### src/rtl/ser_pkg.sv
package ser_pkg;
  typedef enum logic {
    FMT_WIDE = 1'b0,
    FMT_DUAL = 1'b1
  } fmt_e;
endpackage

### src/rtl/ser_rst_sync.sv
module ser_rst_sync (
  input  logic clk,
  input  logic arst_n,
  output logic rst_n_o
);
  logic [1:0] stage_q;

  always_ff @(posedge clk or negedge arst_n) begin
    if (!arst_n) stage_q <= 2'b00;
    else         stage_q <= {stage_q[0], 1'b1};
  end

  assign rst_n_o = stage_q[1];
endmodule

### src/rtl/ser_capture.sv
module ser_capture
  import ser_pkg::*;
#(
  parameter int WORD_W = 10
) (
  input  logic              clk,
  input  logic              rst_n,
  input  fmt_e              fmt,
  input  logic              word_stb,
  input  logic              half_stb,
  input  logic [WORD_W-1:0] par_data,
  output logic [WORD_W-1:0] hold_word,
  output logic              hold_vld,
  output logic              asm_vld,
  output logic              low_pend
);
  localparam int HALF_W = WORD_W / 2;

  logic [HALF_W-1:0] low_q,   low_d;
  logic              pend_q,  pend_d;
  logic [WORD_W-1:0] asm_q,   asm_d;
  logic              asmv_q,  asmv_d;
  logic [WORD_W-1:0] hold_q,  hold_d;
  logic              holdv_q, holdv_d;
  logic              cap_en;

  assign cap_en = word_stb | half_stb;

  always_comb begin
    low_d   = low_q;
    pend_d  = pend_q;
    asm_d   = asm_q;
    asmv_d  = asmv_q;
    hold_d  = hold_q;
    holdv_d = holdv_q;
    // falling-edge half completes a pending pair
    if (half_stb && pend_q && (fmt == FMT_DUAL)) begin
      asm_d  = {par_data[HALF_W-1:0], low_q};
      asmv_d = 1'b1;
      pend_d = 1'b0;
    end
    // rising edge: commit to hold stage, start a new pair
    if (word_stb) begin
      if (fmt == FMT_WIDE) begin
        hold_d  = par_data;
        holdv_d = 1'b1;
        pend_d  = 1'b0;
      end else begin
        hold_d  = asm_q;
        holdv_d = asmv_q;
        low_d   = par_data[HALF_W-1:0];
        pend_d  = 1'b1;
      end
      asmv_d = 1'b0;
    end
  end

  always_ff @(posedge clk or negedge rst_n) begin
    if (!rst_n) begin
      low_q   <= '0;
      pend_q  <= 1'b0;
      asm_q   <= '0;
      asmv_q  <= 1'b0;
      hold_q  <= '0;
      holdv_q <= 1'b0;
    end else if (cap_en) begin
      low_q   <= low_d;
      pend_q  <= pend_d;
      asm_q   <= asm_d;
      asmv_q  <= asmv_d;
      hold_q  <= hold_d;
      holdv_q <= holdv_d;
    end
  end

  assign hold_word = hold_q;
  assign hold_vld  = holdv_q;
  assign asm_vld   = asmv_q;
  assign low_pend  = pend_q;
endmodule

### src/rtl/ser_shift.sv
module ser_shift #(
  parameter int WORD_W = 10
) (
  input  logic              clk,
  input  logic              rst_n,
  input  logic              load,
  input  logic [WORD_W-1:0] load_word,
  input  logic              load_vld,
  output logic              ser_bit,
  output logic              ser_oe
);
  logic [WORD_W-1:0] sh_q, sh_d;
  logic              vld_q, vld_d;

  always_comb begin
    if (load) begin
      sh_d  = load_word;
      vld_d = load_vld;
    end else begin
      sh_d  = {1'b0, sh_q[WORD_W-1:1]};
      vld_d = vld_q;
    end
  end

  always_ff @(posedge clk or negedge rst_n) begin
    if (!rst_n) begin
      sh_q  <= '0;
      vld_q <= 1'b0;
    end else begin
      sh_q  <= sh_d;
      vld_q <= vld_d;
    end
  end

  assign ser_bit = sh_q[0] & vld_q;
  assign ser_oe  = vld_q;
endmodule

### src/rtl/dual_mode_serializer.sv
module dual_mode_serializer
  import ser_pkg::*;
#(
  parameter int WORD_W = 10
) (
  input  logic              clk_bit,
  input  logic              rst_n,
  input  logic              fmt,
  input  logic              word_stb,
  input  logic              half_stb,
  input  logic [WORD_W-1:0] par_data,
  output logic              ser_out,
  output logic              ser_oe
);
  logic              rst_sync_n;
  logic [WORD_W-1:0] hold_word;
  logic              hold_vld;
  logic              asm_vld;
  logic              low_pend;
  fmt_e              fmt_sel;

  assign fmt_sel = fmt_e'(fmt);

  ser_rst_sync u_rst (
    .clk     (clk_bit),
    .arst_n  (rst_n),
    .rst_n_o (rst_sync_n)
  );

  ser_capture #(.WORD_W(WORD_W)) u_cap (
    .clk       (clk_bit),
    .rst_n     (rst_sync_n),
    .fmt       (fmt_sel),
    .word_stb  (word_stb),
    .half_stb  (half_stb),
    .par_data  (par_data),
    .hold_word (hold_word),
    .hold_vld  (hold_vld),
    .asm_vld   (asm_vld),
    .low_pend  (low_pend)
  );

  ser_shift #(.WORD_W(WORD_W)) u_sh (
    .clk       (clk_bit),
    .rst_n     (rst_sync_n),
    .load      (word_stb),
    .load_word (hold_word),
    .load_vld  (hold_vld),
    .ser_bit   (ser_out),
    .ser_oe    (ser_oe)
  );
endmodule

### config.mk
export PLATFORM = sky130hd
export DESIGN_NAME = dual_mode_serializer
export DESIGN_NICKNAME = d
export VERILOG_FILES = /design/src/rtl/ser_pkg.sv /design/src/rtl/ser_rst_sync.sv /design/src/rtl/ser_capture.sv /design/src/rtl/ser_shift.sv /design/src/rtl/dual_mode_serializer.sv
export SDC_FILE = /design/constraint.sdc
export NUM_CORES = 1
export LEC_CHECK = 0
export BUFFER_PORTS_ARGS = -buffer_cell sky130_fd_sc_hd__buf_2
export CAP_MARGIN = 20
export CORE_MARGIN = 3
export CORE_UTILIZATION = 45
export CTS_CLUSTER_DIAMETER = 80
export DETAILED_ROUTE_END_ITERATION = 12
export HOLD_SLACK_MARGIN = 0.08
export PLACE_DENSITY = 0.68
export RECOVER_POWER = 25
export SLEW_MARGIN = 20
export SYNTH_ARGS = -nofsm -noshare
export SYNTH_HDL_FRONTEND = slang
export SYNTH_SLANG_ARGS = --single-unit
### constraint.sdc
create_clock -name clk_bit -period 1.6 [get_ports clk_bit]
set_clock_uncertainty 0.1 [all_clocks]
set_input_delay 0.4 -clock clk_bit [delete_from_list [all_inputs] [get_ports clk_bit]]
set_output_delay 0.4 -clock clk_bit [all_outputs]
set_load 0.02 [all_outputs]
Yosys cells after proc, flatten, opt, wreduce, memory -nomap -nowiden
Cells that the tools add are included.
{"block": "totals", "register_bits": 41, "latchBits": 0, "mem_bits_rw": 0, "romBits": 0, "in_bits": 15, "mem_count": 0}
{"block": "op_classes", "add_sub_neg": 0, "n_mul": 0, "div_mod_pow": 0, "magnitude_cmp": 0, "n_eq_ne": 0, "shift": 0, "n_mux": 8, "bitwise": 2, "reduce_logical": 7}
{"cell": "$mux W10", "count": 2}
{"cell": "$mux W1", "count": 6}
{"cell": "$reduce_and A2 Y1", "count": 3}
{"cell": "$reduce_and A3 Y1", "count": 1}
{"cell": "$logic_and A1 B1 Y1", "count": 2}
{"cell": "$reduce_bool A2 Y1", "count": 1}
{"cell": "$and A1 B1 Y1", "count": 1}
{"cell": "$or A1 B1 Y1", "count": 1}

Depth between registers and ports, before layout
{"block": "logic_depth", "ltp_word": 4, "ltp_mapped": 4}

By module
A second synthesis with hierarchy kept.
{"block": "unflattened", "hier_cells": 112, "area_unflattened_um2": 1624.1}
{"mod": "ser_capture", "n_inst": 1, "cells_each": 85, "area_per_inst_um2": 1123.6}
{"mod": "ser_shift", "n_inst": 1, "cells_each": 24, "area_per_inst_um2": 446.7}
{"mod": "ser_rst_sync", "n_inst": 1, "cells_each": 3, "area_per_inst_um2": 53.8}

Worst setup path after synthesis
No wires, ideal clock.
{"block": "synth_path", "path_kind": "in2reg", "from": "in word_stb", "to": "reg u_sh.sh_q[0]", "setup_ns": 0.125, "arrival_time_ns": 1.090, "required_ns": 1.375, "path_slack_ns": 0.285, "cell_stages": 3, "path_buffers": 2, "path_cell_list": "buf_2 -> buf_2 -> mux2_2"}
{"block": "synth_via", "elab_chain_cells": 1}
{"item": "from (decl)", "line_no": "dual_mode_serializer.sv:9", "source": "input logic word_stb,"}
{"item": "$mux W10", "line_no": "ser_shift.sv:16", "source": "if (load) begin"}
{"item": "named net u_sh.sh_d[0]", "line_no": "ser_shift.sv:12", "source": "logic [WORD_W-1:0] sh_q, sh_d;"}
{"item": "to (signal assigned)", "line_no": "ser_shift.sv:27", "source": "sh_q <= '0;"}
{"item": "to (signal assigned)", "line_no": "ser_shift.sv:30", "source": "sh_q <= sh_d;"}
{"item": "to (decl)", "line_no": "ser_shift.sv:12"}
The timed path passes the listed nets, and every way through them passes these cells.
A chain may end at the register's enable or synchronous reset.

Worst setup path after layout
{"block": "layout_path", "from": "reg u_sh.vld_q (netlist: u_sh.ser_oe)", "to": "out ser_out"}
{"block": "layout_via", "elab_chain_cells": 1}
{"item": "from (decl)", "line_no": "ser_shift.sv:13", "source": "logic vld_q, vld_d;"}
{"item": "from (signal assigned)", "line_no": "ser_shift.sv:31", "source": "vld_q <= vld_d;"}
{"item": "$and A1 B1 Y1", "line_no": "ser_shift.sv:35", "source": "assign ser_bit = sh_q[0] & vld_q;"}
{"item": "to (decl)", "line_no": "dual_mode_serializer.sv:12", "source": "output logic ser_out,"}
No other way between the ends.

==> impl_summary.md <==
Power and ir drop
The internal power of the cells totals 1.88 mW. Sequential cells burn 54.1% of the power. For this design the ratio of total power to cell area is 1320 nW/um2. The share of total power in the clock network is 32.9%. The analysis attributes to net switching a power of 544 uW.

VDD sags by at most 709 uV. Combinational logic is responsible for 13.0% of the overall power. Net switching is 22.4% of the power. The leakage power total is 0.838 nW.

Global route
The total overflow left after global routing is 0. The global-route wire length before repair is 4600 um. The initial antenna violation count came to 0. The number of global-route vias before repair came to 929.

Entering global routing, the biggest net connects 40 pins. In the global route stage, overall resource usage came out at 14.9%.

Worst setup path
The data arrival at the endpoint of the critical path is 1.03 ns. The start-to-end type of the worst setup path is flop to output pin. The worst setup path is launched from a flop. The worst setup path is captured at an output pin. For the worst setup path, the data required time is 1.10 ns. The highest net fanout along the worst path is 3.

Layout
The share of layout cells above drive strength 1 is 33.1%. At the end of the flow, the number of nets in the layout was 150. The count of filler cells inserted in the layout is 284.

The number of antenna diodes in the final layout is 0. The area used by multi-input combinational logic is 523 um2. Summing all flip-flop and latch instances after layout gives 1030 um2. The area overhead of the layout relative to synthesis is 15.7%. The share of the core filled with cells in the final layout is 57.3%.

Synth
The number of flops mapped to enable cells by yosys is 0. Synthesis produced a netlist whose cell count is 112. The count of warnings emitted by yosys is 0. In the synthesized netlist the async set-or-reset flop fraction comes to 100%. The most frequently used flop master after synthesis is dfrtp_1. Yosys mapped the design onto 16 distinct sky130hd cell types. The cell area after technology mapping is 1590 um2. After synthesis, flip-flops and latches occupy 64.7% of the total area. The number of storage elements in the synthesis netlist is 41. The total nets after synthesis is 127. A synthesized cell averages 14.2 um2.

Timing
The count of endpoints failing hold in the final timing report is 0. Setup repair after global routing left no endpoint under its margin. Counting I/O delays and the setup requirement, the final critical path takes 1.53 ns. The highest clock rate is 653 MHz.

After routing, the total negative slack on setup checks comes to 0 ns. The worst slew margin relative to its limit is 40.0%. For the pin with the worst max-slew slack, the measured transition is 0.900 ns. The count of endpoints failing setup in the final report is 0. The number of max-slew violations in the final report was 0.

Hold is met by 0.205 ns. The final critical path takes up 95.6% of the cycle.

Clock tree
Clock-pin slew was measured on the worst setup and hold paths at 0.11 ns. The buffer type at the clock tree root is clkbuf_4. The buffers inserted during post-CTS setup optimization is 0.

The deepest level of the CTS H-tree is 2. The post-cts sizing count is 0. The clock reaches the later pin of the worst-skew pair after 0.34 ns.

The tree built by TritonCTS fans out to 41 sinks. The CTS tree is yes. The clock passes through at most 2 buffers. Buffers inserted during clock tree synthesis total 5.

Detailed routing
After the first detailed-routing iteration, the DRC count stood at 15. The routed wirelength normalized by instance count is 14.3 um. Detailed routing inserted a total of 891 vias. The aggregate routed wire length is 2570 um.

In the routed layout, each cell is associated on average with a via count of 4.95. The first-pass detailed-route iteration total is 4. The number of nets with antenna violations after detailed routing is 0.

After detailed routing, the number of remaining DRC violations is 0.

Die
The floorplan step set the die height to 65.4 um. In this run the count of I/O pins placed on the die edge is 17. The area enclosed by the die boundary is 4270 um2. After floorplanning, the core was sized to cover 3200 um2. The horizontal extent of the die is 65.4 um. In this run the core area contains 20 standard-cell rows. The initial utilization of the core area, before any placement, comes to 49.5%.

Run status
The run finished with clean final reports.

Placed design
The global placement routability congestion is 0.728. The number of input and output port buffers inserted is 16. The wire-length estimate of the detail-placed layout is 1830 um.

Run
Across the run, the number of max-cap violations was 0.

Min path
The class of the tightest hold or removal check is primary input to flop.
registers in the layout, summed over array words and instances (netlist names):
| name | count |
|---|---|
| u_sh.sh_q | 10 |
| u_cap.hold_word | 10 |
| u_cap.low_pend | 1 |
| u_sh.ser_oe | 1 |
| u_cap.asm_q | 10 |
| u_rst.stage_q | 2 |
| u_cap.asm_vld | 1 |
| u_cap.low_q | 5 |
| u_cap.hold_vld | 1 |
final cells by class:
cell class,instances,area share [%]
clock inverters,3,3.55
well taps,44,3.00
flip-flops and latches,41,55.9
repair buffers,22,6.75
multi-input cells,64,28.5
clock buffers,5,2.05
inverters,1,0.205
path summary, 6_finish.rpt:
| check | from | end | slack (ns) | cells past startpoint |
|---|---|---|---|---|
| setup / recovery | u_sh.ser_oe | ser_out | 0.07 | 2 |
| hold / removal | par_data[0] | u_cap.asm_q[5] | 0.21 | 2 |
| setup reg to reg | u_cap.low_pend | u_cap.asm_q[0] | 0.40 | 3 |
| hold reg to reg | u_rst.stage_q[0] | u_rst.stage_q[1] | 0.28 | 0 |
| max in group asynchronous | u_rst.stage_q[1] | u_cap.low_pend | 0.47 | 1 |
| min in group asynchronous | rst_n | u_rst.stage_q[0] | 0.26 | 2 |
cell families after synthesis:
group / after synthesis / share of synthesized area (%)
muxes: 35 / 24.1
DFF: 41 / 64.7
and+or+nand+nor: 14 / 3.71
AOI/OAI and AO/OA: 14 / 4.97
buffers and inverters: 7 / 2.29
other: 1 / 0.237
power by group through the flow:
stage	registers (mW)	logic [mW]	clock network (mW)
after floorplan	1.32	0.226	0
after global placement	1.33	0.308	0
after detailed placement	1.34	0.320	0
after CTS	1.32	0.326	0.819
after global routing	1.34	0.361	0.877
final	1.31	0.316	0.800
synth_stat cells (2+ instances only):
cell	number	area (um2)
dfrtp_1	41	1030
nor2_1	10	37.5
and2_1	2	12.5
a21oi_1	11	55.1
mux2_1	9	101
mux2i_1	10	100
buf_2	5	25.0
mux2_2	16	180
placed cells by master (no fill, tap or decap):
master and instances:
a21bo_2 1, a21oi_1 11, and2_0 1, and2_1 1
buf_2 15, buf_4 4, bufinv_16 2, clkbuf_1 1
clkbuf_2 1, clkbuf_4 5, clkinv_2 1, conb_1 1
dfrtp_1 41, dlygate4sd3_1 1, inv_1 1, mux2_1 9
mux2_2 16, mux2i_1 10, nand2_1 1, nand3_1 1
nor2_1 10, o21ai_0 1, o22a_1 1
what timing repair did:
item / CTS / global route
setup endpoints to repair: 0 / 0
hold buffers: 1 / 0
hold endpoints to repair: 2 / 0
layer usage:
metal  routed length [um]  GRT usage (%)  up-vias
li1                     -              -      429
met1                 1110           19.3      443
met2                 1290           22.3       14
met3                  108           5.47        5
met4                   48           6.99        0
met5                    0              0        -
worst max-delay path, stage by stage, from the launching register on:
cell     delay (ns)
dfrtp_1        0.41
and2_1         0.14
buf_2          0.15
stage by stage:
| step | instance area (um2) | power [mW] | std cells | worst slack (ns) |
|---|---|---|---|---|
| after global placement | 1730 | 1.64 | 171 | 0.242 |
| after floorplan | 1590 | 1.55 | 112 | 0.275 |
| after detailed placement | 1730 | 1.66 | 171 | 0.226 |
| final | 1830 | 2.43 | 180 | 0.0697 |
| after CTS | 1840 | 2.46 | 180 | 0.0471 |
| after global routing | 1830 | 2.58 | 180 | 0.000766 |
Power figures use the tool's default switching activity.
